--- config.mk ---
export PLATFORM = sky130hd
export DESIGN_NAME = ocu_top
export DESIGN_NICKNAME = d
export VERILOG_FILES = /design/src/rtl/ocu_pkg.sv /design/src/rtl/ocu_timebase.sv /design/src/rtl/ocu_regs.sv /design/src/rtl/ocu_pin_fsm.sv /design/src/rtl/ocu_top.sv
export SDC_FILE = /design/constraint.sdc
export NUM_CORES = 1
export LEC_CHECK = 0
export ABC_AREA = 1
export BUFFER_PORTS_ARGS = -buffer_cell sky130_fd_sc_hd__buf_4
export CORE_ASPECT_RATIO = 1.75
export CORE_MARGIN = 2
export CORE_UTILIZATION = 54
export DETAILED_ROUTE_END_ITERATION = 7
export GPL_TIMING_DRIVEN = 0
export PLACE_DENSITY_LB_ADDON = 0.12
export SETUP_SLACK_MARGIN = 0.15
export SYNTH_ARGS = -nofsm -noshare
export SYNTH_HDL_FRONTEND = slang
export SYNTH_SLANG_ARGS = --single-unit
export TNS_END_PERCENT = 30
--- constraint.sdc ---
create_clock -name clk -period 1.5 [get_ports clk]
set_clock_uncertainty 0.05 [all_clocks]
set_input_delay 0.3 -clock clk [delete_from_list [all_inputs] [get_ports clk]]
set_output_delay 0.3 -clock clk [all_outputs]
set_load 0.02 [all_outputs]
--- src/rtl/ocu_pkg.sv ---
`timescale 1ns/1ps
package ocu_pkg;
    typedef enum logic [1:0] {
        ACT_NONE   = 2'b00,
        ACT_TOGGLE = 2'b01,
        ACT_LOW    = 2'b10,
        ACT_HIGH   = 2'b11
    } act_e;

    localparam int A_ACT    = 0;
    localparam int A_MASK   = 1;
    localparam int A_LEVEL  = 2;
    localparam int A_FLAGS  = 3;
    localparam int A_DIR_EN = 4;
    localparam int A_DIR_LV = 5;
    localparam int A_CLKOUT = 6;
    localparam int A_CMP0   = 8;
endpackage

--- src/rtl/ocu_timebase.sv ---
`timescale 1ns/1ps
module ocu_timebase #(
    parameter int CNT_W = 16
) (
    input  logic             clk,
    input  logic             rst_n,
    input  logic             tick_en,
    output logic [CNT_W-1:0] count
);
    logic [CNT_W-1:0] count_q;

    always_ff @(posedge clk or negedge rst_n) begin
        if (!rst_n)       count_q <= '0;
        else if (tick_en) count_q <= count_q + CNT_W'(1);
    end

    assign count = count_q;
endmodule

--- src/rtl/ocu_regs.sv ---
`timescale 1ns/1ps
module ocu_regs
    import ocu_pkg::*;
#(
    parameter int CNT_W  = 16,
    parameter int NCH    = 4,
    parameter int ADDR_W = 4
) (
    input  logic                      clk,
    input  logic                      rst_n,
    input  logic                      wr_en,
    input  logic [ADDR_W-1:0]         wr_addr,
    input  logic [CNT_W-1:0]          wr_data,
    input  logic [NCH-1:0]            match,
    output logic [NCH-1:0][CNT_W-1:0] cmp,
    output logic [2*NCH-1:0]          act,
    output logic [NCH-1:0]            mask,
    output logic [NCH-1:0]            level,
    output logic [NCH-1:0]            dir_en,
    output logic [NCH-1:0]            dir_lv,
    output logic                      clkout_en,
    output logic [NCH-1:0]            flags
);
    localparam int ACT_W = 2 * NCH;

    logic [NCH-1:0] clr;

    function automatic logic hit(input logic [ADDR_W-1:0] a, input int target);
        return wr_en && (a == ADDR_W'(target));
    endfunction

    always_comb clr = hit(wr_addr, A_FLAGS) ? wr_data[NCH-1:0] : '0;

    always_ff @(posedge clk or negedge rst_n) begin
        if (!rst_n) begin
            act       <= '0;
            mask      <= '0;
            level     <= '0;
            dir_en    <= '0;
            dir_lv    <= '0;
            clkout_en <= 1'b0;
            flags     <= '0;
        end else begin
            flags <= (flags & ~clr) | match;
            if (hit(wr_addr, A_ACT))    act       <= wr_data[ACT_W-1:0];
            if (hit(wr_addr, A_MASK))   mask      <= wr_data[NCH-1:0];
            if (hit(wr_addr, A_LEVEL))  level     <= wr_data[NCH-1:0];
            if (hit(wr_addr, A_DIR_EN)) dir_en    <= wr_data[NCH-1:0];
            if (hit(wr_addr, A_DIR_LV)) dir_lv    <= wr_data[NCH-1:0];
            if (hit(wr_addr, A_CLKOUT)) clkout_en <= wr_data[0];
        end
    end

    for (genvar g = 0; g < NCH; g++) begin : g_cmp
        always_ff @(posedge clk or negedge rst_n) begin
            if (!rst_n)                         cmp[g] <= '0;
            else if (hit(wr_addr, A_CMP0 + g))  cmp[g] <= wr_data;
        end
    end
endmodule

--- src/rtl/ocu_pin_fsm.sv ---
`timescale 1ns/1ps
module ocu_pin_fsm
    import ocu_pkg::*;
(
    input  logic clk,
    input  logic rst_n,
    input  logic act_fire,
    input  act_e act_code,
    input  logic force_fire,
    input  logic force_level,
    output logic level
);
    typedef enum logic {
        PIN_LO = 1'b0,
        PIN_HI = 1'b1
    } pin_state_e;

    pin_state_e state_q, state_d;

    always_ff @(posedge clk or negedge rst_n) begin
        if (!rst_n) state_q <= PIN_LO;
        else        state_q <= state_d;
    end

    always_comb begin
        state_d = state_q;
        if (force_fire) begin
            state_d = force_level ? PIN_HI : PIN_LO;
        end else if (act_fire) begin
            unique case (act_code)
                ACT_NONE:   state_d = state_q;
                ACT_TOGGLE: state_d = (state_q == PIN_HI) ? PIN_LO : PIN_HI;
                ACT_LOW:    state_d = PIN_LO;
                ACT_HIGH:   state_d = PIN_HI;
            endcase
        end
    end

    always_comb level = (state_q == PIN_HI);
endmodule

--- src/rtl/ocu_top.sv ---
`timescale 1ns/1ps
module ocu_top
    import ocu_pkg::*;
#(
    parameter int CNT_W  = 16,
    parameter int NCH    = 4,
    parameter int ADDR_W = 4
) (
    input  logic              clk,
    input  logic              rst_n,
    input  logic              wr_en,
    input  logic [ADDR_W-1:0] wr_addr,
    input  logic [CNT_W-1:0]  wr_data,
    input  logic              tick_en,
    output logic [CNT_W-1:0]  count,
    output logic [NCH-1:0]    pins,
    output logic [NCH-1:0]    match_flags
);
    logic [NCH-1:0][CNT_W-1:0] cmp;
    logic [2*NCH-1:0]          ctl_act;
    logic [NCH-1:0]            ctl_mask;
    logic [NCH-1:0]            ctl_level;
    logic [NCH-1:0]            dir_en;
    logic [NCH-1:0]            dir_lv;
    logic                      clkout_en;
    logic [NCH-1:0]            match;
    logic [NCH-1:0]            pin_state;

    ocu_timebase #(.CNT_W(CNT_W)) u_timebase (
        .clk     (clk),
        .rst_n   (rst_n),
        .tick_en (tick_en),
        .count   (count)
    );

    ocu_regs #(.CNT_W(CNT_W), .NCH(NCH), .ADDR_W(ADDR_W)) u_regs (
        .clk       (clk),
        .rst_n     (rst_n),
        .wr_en     (wr_en),
        .wr_addr   (wr_addr),
        .wr_data   (wr_data),
        .match     (match),
        .cmp       (cmp),
        .act       (ctl_act),
        .mask      (ctl_mask),
        .level     (ctl_level),
        .dir_en    (dir_en),
        .dir_lv    (dir_lv),
        .clkout_en (clkout_en),
        .flags     (match_flags)
    );

    for (genvar g = 0; g < NCH; g++) begin : g_ch
        assign match[g] = tick_en && (count == cmp[g]);

        ocu_pin_fsm u_pin (
            .clk         (clk),
            .rst_n       (rst_n),
            .act_fire    (match[g]),
            .act_code    (act_e'(ctl_act[2*g +: 2])),
            .force_fire  (match[0] && ctl_mask[g]),
            .force_level (ctl_level[g]),
            .level       (pin_state[g])
        );

        if (g == 0) begin : g_clk_pin
            assign pins[g] = dir_en[g] ? dir_lv[g]
                           : (clkout_en ? tick_en : pin_state[g]);
        end else begin : g_plain_pin
            assign pins[g] = dir_en[g] ? dir_lv[g] : pin_state[g];
        end
    end
endmodule

* Word level (Yosys, flattened, before mapping) *
Cells that the tools add are included.

operators by class
  add/sub/neg operators = 1
  reductions and logical operators = 32
  bitwise logic cells = 3
  mux-type cells = 26
  equal/unequal tests = 30

operator list
  operator               count
  $eq 16x16->1           4
  $mux 1                 21
  $logic_and 1x1->1      19
  $add 16x1->16 const B  1
  $eq 2x2->1 const B     8
  $eq 4x4->1 const B     4
  $eq 4x3->1 const B     3
  $pmux 1 s3             4
  $eq 2x1->1 const B     4
  $eq 4x2->1 const B     2
  $logic_not 2->1        4
  $ne 2x1->1 const B     4
  $reduce_and 2->1       4
  $reduce_bool 2->1      4
  $and 4x4->4            1
  $eq 4x1->1 const B     1
  $logic_not 4->1        1
  $mux 4                 1
  $not 4->4              1
  $or 4x4->4             1

word-level totals
  output and inout bits = 24
  word-level logic and storage cells = 108
  input bits = 24
  register bits after elaboration = 113

* Logic depth before layout (Yosys ltp) *
  word-level depth = 6
  gate-level depth with buffers = 12
  gate-level depth less buffers = 12

* Hierarchy *
Synthesis repeated with hierarchy kept, for this count alone.

unflattened totals
  cell total of the unflattened synthesis = 773
  area, all modules = 5810.6 um2

by module, submodules not included
  module        instances  area an instance (um2)  cells each  seq. area each (um2)
  ocu_regs      1          3657.3                  410         2327.2
  ocu_top       1          1059.8                  222         0.0
  ocu_timebase  1          813.3                   97          400.4
  ocu_pin_fsm   4          70.1                    11          25.0

* Least setup slack after synthesis *
No wires, ideal clock.

  kind = register to register
  start point = register u_timebase.count_q[2], in the netlist u_timebase.count[2]
  end point = register g_ch[3].u_pin.state_q
  path slack = -0.108 ns
  period minus slack after synthesis = 1.608 ns
  data arrival time = 1.437 ns
  buffers on the path = 1
  stages on the path, launching flop included = 12
  path through = dfrtp_1 > buf_2 > clkinv_2 > nand2_1 > nand2_1 > nand2_1 > nor2_4 > nand2_2 > nor2_2 > nand3_1 > o211ai_1 > nand2_1

on the way
  cells in the longest elaborated chain, start to end = 5

ends and longest elaborated chain
  item                                                              RTL line            text
  from (decl)                                                       ocu_timebase.sv:10  logic [CNT_W-1:0] count_q;
  from (signal assigned)                                            ocu_timebase.sv:14  else if (tick_en) count_q <= count_q + CNT_W'(1);
  $eq 16x16->1                                                      ocu_top.sv:54       assign match[g] = tick_en && (count == cmp[g]);
  $logic_and 1x1->1                                                 ocu_top.sv:54
  $logic_and 1x1->1                                                 ocu_top.sv:61       .force_fire (match[0] && ctl_mask[g]),
  $ne 2x1->1 (no source line) or $reduce_bool 2->1 (tied branches)  --
  $reduce_and 2->1 (no source line)                                 --
  to (signal assigned)                                              ocu_pin_fsm.sv:22   else state_q <= state_d;
  to (decl)                                                         ocu_pin_fsm.sv:18   pin_state_e state_q, state_d;

Parallel ways exist; a longest one is shown, timed or not.
A chain may end at the register's enable or synchronous reset.

* Final worst setup path *
  start point = register u_timebase.count_q[1], in the netlist u_timebase.count[1]
  end point = register g_ch[3].u_pin.state_q

Same word-level chain as after synthesis.

==> results.yml <==
outcome:
  status: "finished, violations left"
  violations: "negative setup slack"
power:
  pwr-share-clk: 0.276
  peakVddDrop_mv: 1.33
  power.internal_uw: 8430
  switching_share: 0.380
  power_frac_seq: 0.323
  power.leakage_uw: 0.00407
  power_frac_comb: 0.401
  power_per_cell_area_nw_per_um2: 1650
  p_switching_uw: 5170
synthesis:
  ys_warn_count: 0
  synth_top_family_by_area: "simple AND/OR/NAND/NOR gates"
  synth.area.mux_share: 0.0208
  syn_nets: 823
  synth_fa_ha_area_frac: 0.00210
  synthTopCellsByCount: "nand2_1, dfrtp_1, inv_1"
  synthSimpleGateAreaFrac: 0.291
  syn-cell-area_um2: 5960
  ys.flop_type: "dfrtp_1"
  yosysUniqueCellTypes: 39
  syn_area_per_cell_um2: 7.47
  synth_xor_area_frac: 0.0338
  synth_edf_count: 0
  synth_compound_area_frac: 0.0917
  synth.most_common_cell: "nand2_1"
  synth.area.top_cells: "dfrtp_1, nand2_1, o21ai_0, inv_1, nor2_1"
  async_reset_ff_frac: 1.00
  yosys.area.top_type: "dfrtp_1"
  synth_top_cell_area_share: 0.474
  synth-seq-area-share: 0.474
  ys_ff_latch: 113
  syn_inst: 798
routing:
  routed_wl_mm: 19.2
  ant_nets: 0
  vias: 5922
  first_pass_iters: 6
  routedWlPerCell_um: 18.2
  drc_errors: 0
  drt-initial-drc-count: 411
  vias_per_cell: 5.61
timing:
  fin_crit_sh: 1.12
  maxClockFrequency_ghz: 0.595
  setup_viol: 18
  setup_tns_ns: -1.58
  tightest_slew_ns: 0.598
  min_period_ns: 1.68
  max-slew-margin-rel: 0.600
  hold_viol: 0
  rsz0062_at_grt: "true"
  slew_viol_final: 0
  setup_slack_ns: -0.179
worst_setup_path:
  criticalPathCategory: "reg -> reg"
  startpoint: "u_timebase.count[1]"
  cp_max_fo: 8
  critPathLaunchType: "register"
  r2r-start: "u_timebase.count[1]"
  critPathArrivalTime_ns: 1.93
  cp.required_ns: 1.75
  end_kind: "register"
finish:
  fill_cells: 742
  antenna_cells: 0
  fin_cells: 1056
  postLayoutCellArea_um2: 8230
  layout-drive-gt1-share: 0.353
  area.growth.synth_to_final_pct: 38.1
  nNetsFinal: 939
floorplan:
  core_area_um2: 10800
  rows: 50
  die_height_um: 143
  io_pins: 48
  die-area_um2: 11900
  start_util: 0.554
  die_width_um: 83.4
clock_tree:
  cts_tree: "yes"
  clk_pin_slew_ns: 0.05
  ctsRootBufferMaster: "clkbuf_16"
  cts-htree-levels: 4
  cts_inserted_buffers: 17
  cts.sinks: 113
  clock_path_buffers: 2
  clock_latency_ns: 0.42
grt:
  grt_max_degree: 71
  overflow: 0
  grt_usage: 0.317
  grt_pass1_wl_mm: 29.3
  antenna_found_initial: 0
  grt_pass1_vias: 5919
min_path:
  hp-class: "in -> reg"
  min-delay-start: "wr_data[14]"
placement:
  port-buffer-count: 47
  dp.cells: 976
  gp_congestion: 0.879
  dpl.hpwl_mm: 12.5
  place_area_um2: 6610
run:
  drv_cap: 0
sequential cells by signal, summed over array words and instances, names as in the netlist, 4 cells and up:
name	flops
g_ch.u_pin.level	4
u_regs.act	8
u_regs.cmp	64
u_regs.dir_en	4
u_regs.dir_lv	4
u_regs.flags	4
u_regs.level	4
u_regs.mask	4
u_timebase.count	16
power by group through the flow:
| stage | combinational [µW] | sequential (µW) | clock (µW) |
|---|---|---|---|
| 2_1_floorplan | 2490 | 4370 | 0 |
| 3_3_place_gp | 3580 | 4300 | 0 |
| 3_5_place_dp | 3690 | 4350 | 0 |
| 4_1_cts | 4300 | 4340 | 3750 |
| 5_1_grt | 5930 | 4470 | 3910 |
| 6_report | 5460 | 4400 | 3750 |
repair_timing:
| action | CTS | global route |
|---|---|---|
| setup buffers | 17 | 31 |
| pin swaps | 32 | 60 |
| setup endpoints to repair | 64 | 149 |
| hold endpoints to repair | 43 | 0 |
| hold buffers | 1 | 0 |
| resized for setup | 71 | 133 |
placed cells by master (no fill, tap or decap), types with 4 or more instances in the layout:
master	netlist	final
mux2_2	9	9
nand2_4	2	14
buf_2	14	4
xor2_1	17	16
clkinv_2	1	5
nand3_1	22	7
nand4_1	12	12
nor2_2	2	27
nand3_2	1	13
dfrtp_1	113	98
clkbuf_2	0	4
nor2_4	1	13
inv_1	82	80
buf_6	1	32
a21oi_1	6	5
inv_4	1	10
nand2_1	290	242
nor2_1	71	34
o21ai_0	81	78
o21ai_1	11	11
clkbuf_8	0	7
dfrtp_2	0	15
buf_4	4	70
clkbuf_4	0	4
nand2_2	4	40
clkbuf_16	0	17
inv_2	18	8
o21ai_2	2	5
path summary, 6_finish.rpt:
| kind | endpoint | slack, ns | cells past startpoint |
|---|---|---|---|
| min in group asynchronous | u_regs.cmp[16] | 0.33 | 2 |
| hold / removal | u_regs.cmp[62] | 0.08 | 3 |
| max in group asynchronous | u_timebase.count[15] | 0.34 | 3 |
| hold reg to reg | u_regs.act[0] | 0.43 | 2 |
| setup / recovery | g_ch[3].u_pin.level | -0.18 | 9 |
| setup reg to reg | g_ch[3].u_pin.level | -0.18 | 9 |
layer usage:
layer,vias up,share of wire,global-route usage
met5,-,0,0
met2,300,0.52,0.573
met1,2807,0.34,0.332
li1,2727,-,-
met4,0,0.079,0.220
met3,88,0.060,0.0572
final cells by class:
type	instances	area [µm²]	share of cell area
Clock buffer	26	529	0.0643
Multi-Input combinational cell	559	3180	0.386
Timing Repair Buffer	97	845	0.103
Buffer	24	218	0.0264
Clock inverter	5	25.0	0.00304
Sequential cell	113	2850	0.346
Tap cell	130	163	0.0198
Inverter	102	433	0.0526
metrics by stage:
step	hold slack, ns	setup WS [ns]	total power [µW]	util
global placement	0.409	-0.743	7890	0.612
global route	0.0895	-0.262	14300	0.765
CTS	0.0773	-0.123	12400	0.702
detailed placement	0.295	-0.736	8040	0.614
floorplan	-0.0456	-0.0225	6860	-
finish	0.0751	-0.179	13600	0.765
worst max-delay path: stages (launching register included):
cell and delay, ns:
dfrtp_2 0.50, buf_6 0.15, nand2_2 0.05, nand2_1 0.05
nor2_1 0.10, nand2_1 0.08, nor2_2 0.15, nand3_2 0.16
o211ai_1 0.20, nand2_1 0.07
kinds of logic (layout without fill, tap and decap cells):
| logic type | count (synthesis) | after routing |
|---|---|---|
| flip-flops | 113 | 113 |
| adder cells (fa/ha/maj) | 1 | 1 |
| AO/OA/AOI/OAI | 105 | 105 |
| multiplexers | 11 | 11 |
| buffers and inverters | 126 | 254 |
| XOR/XNOR | 23 | 23 |
| AND/OR/NAND/NOR | 419 | 419 |
Power figures use the tool's default switching activity.
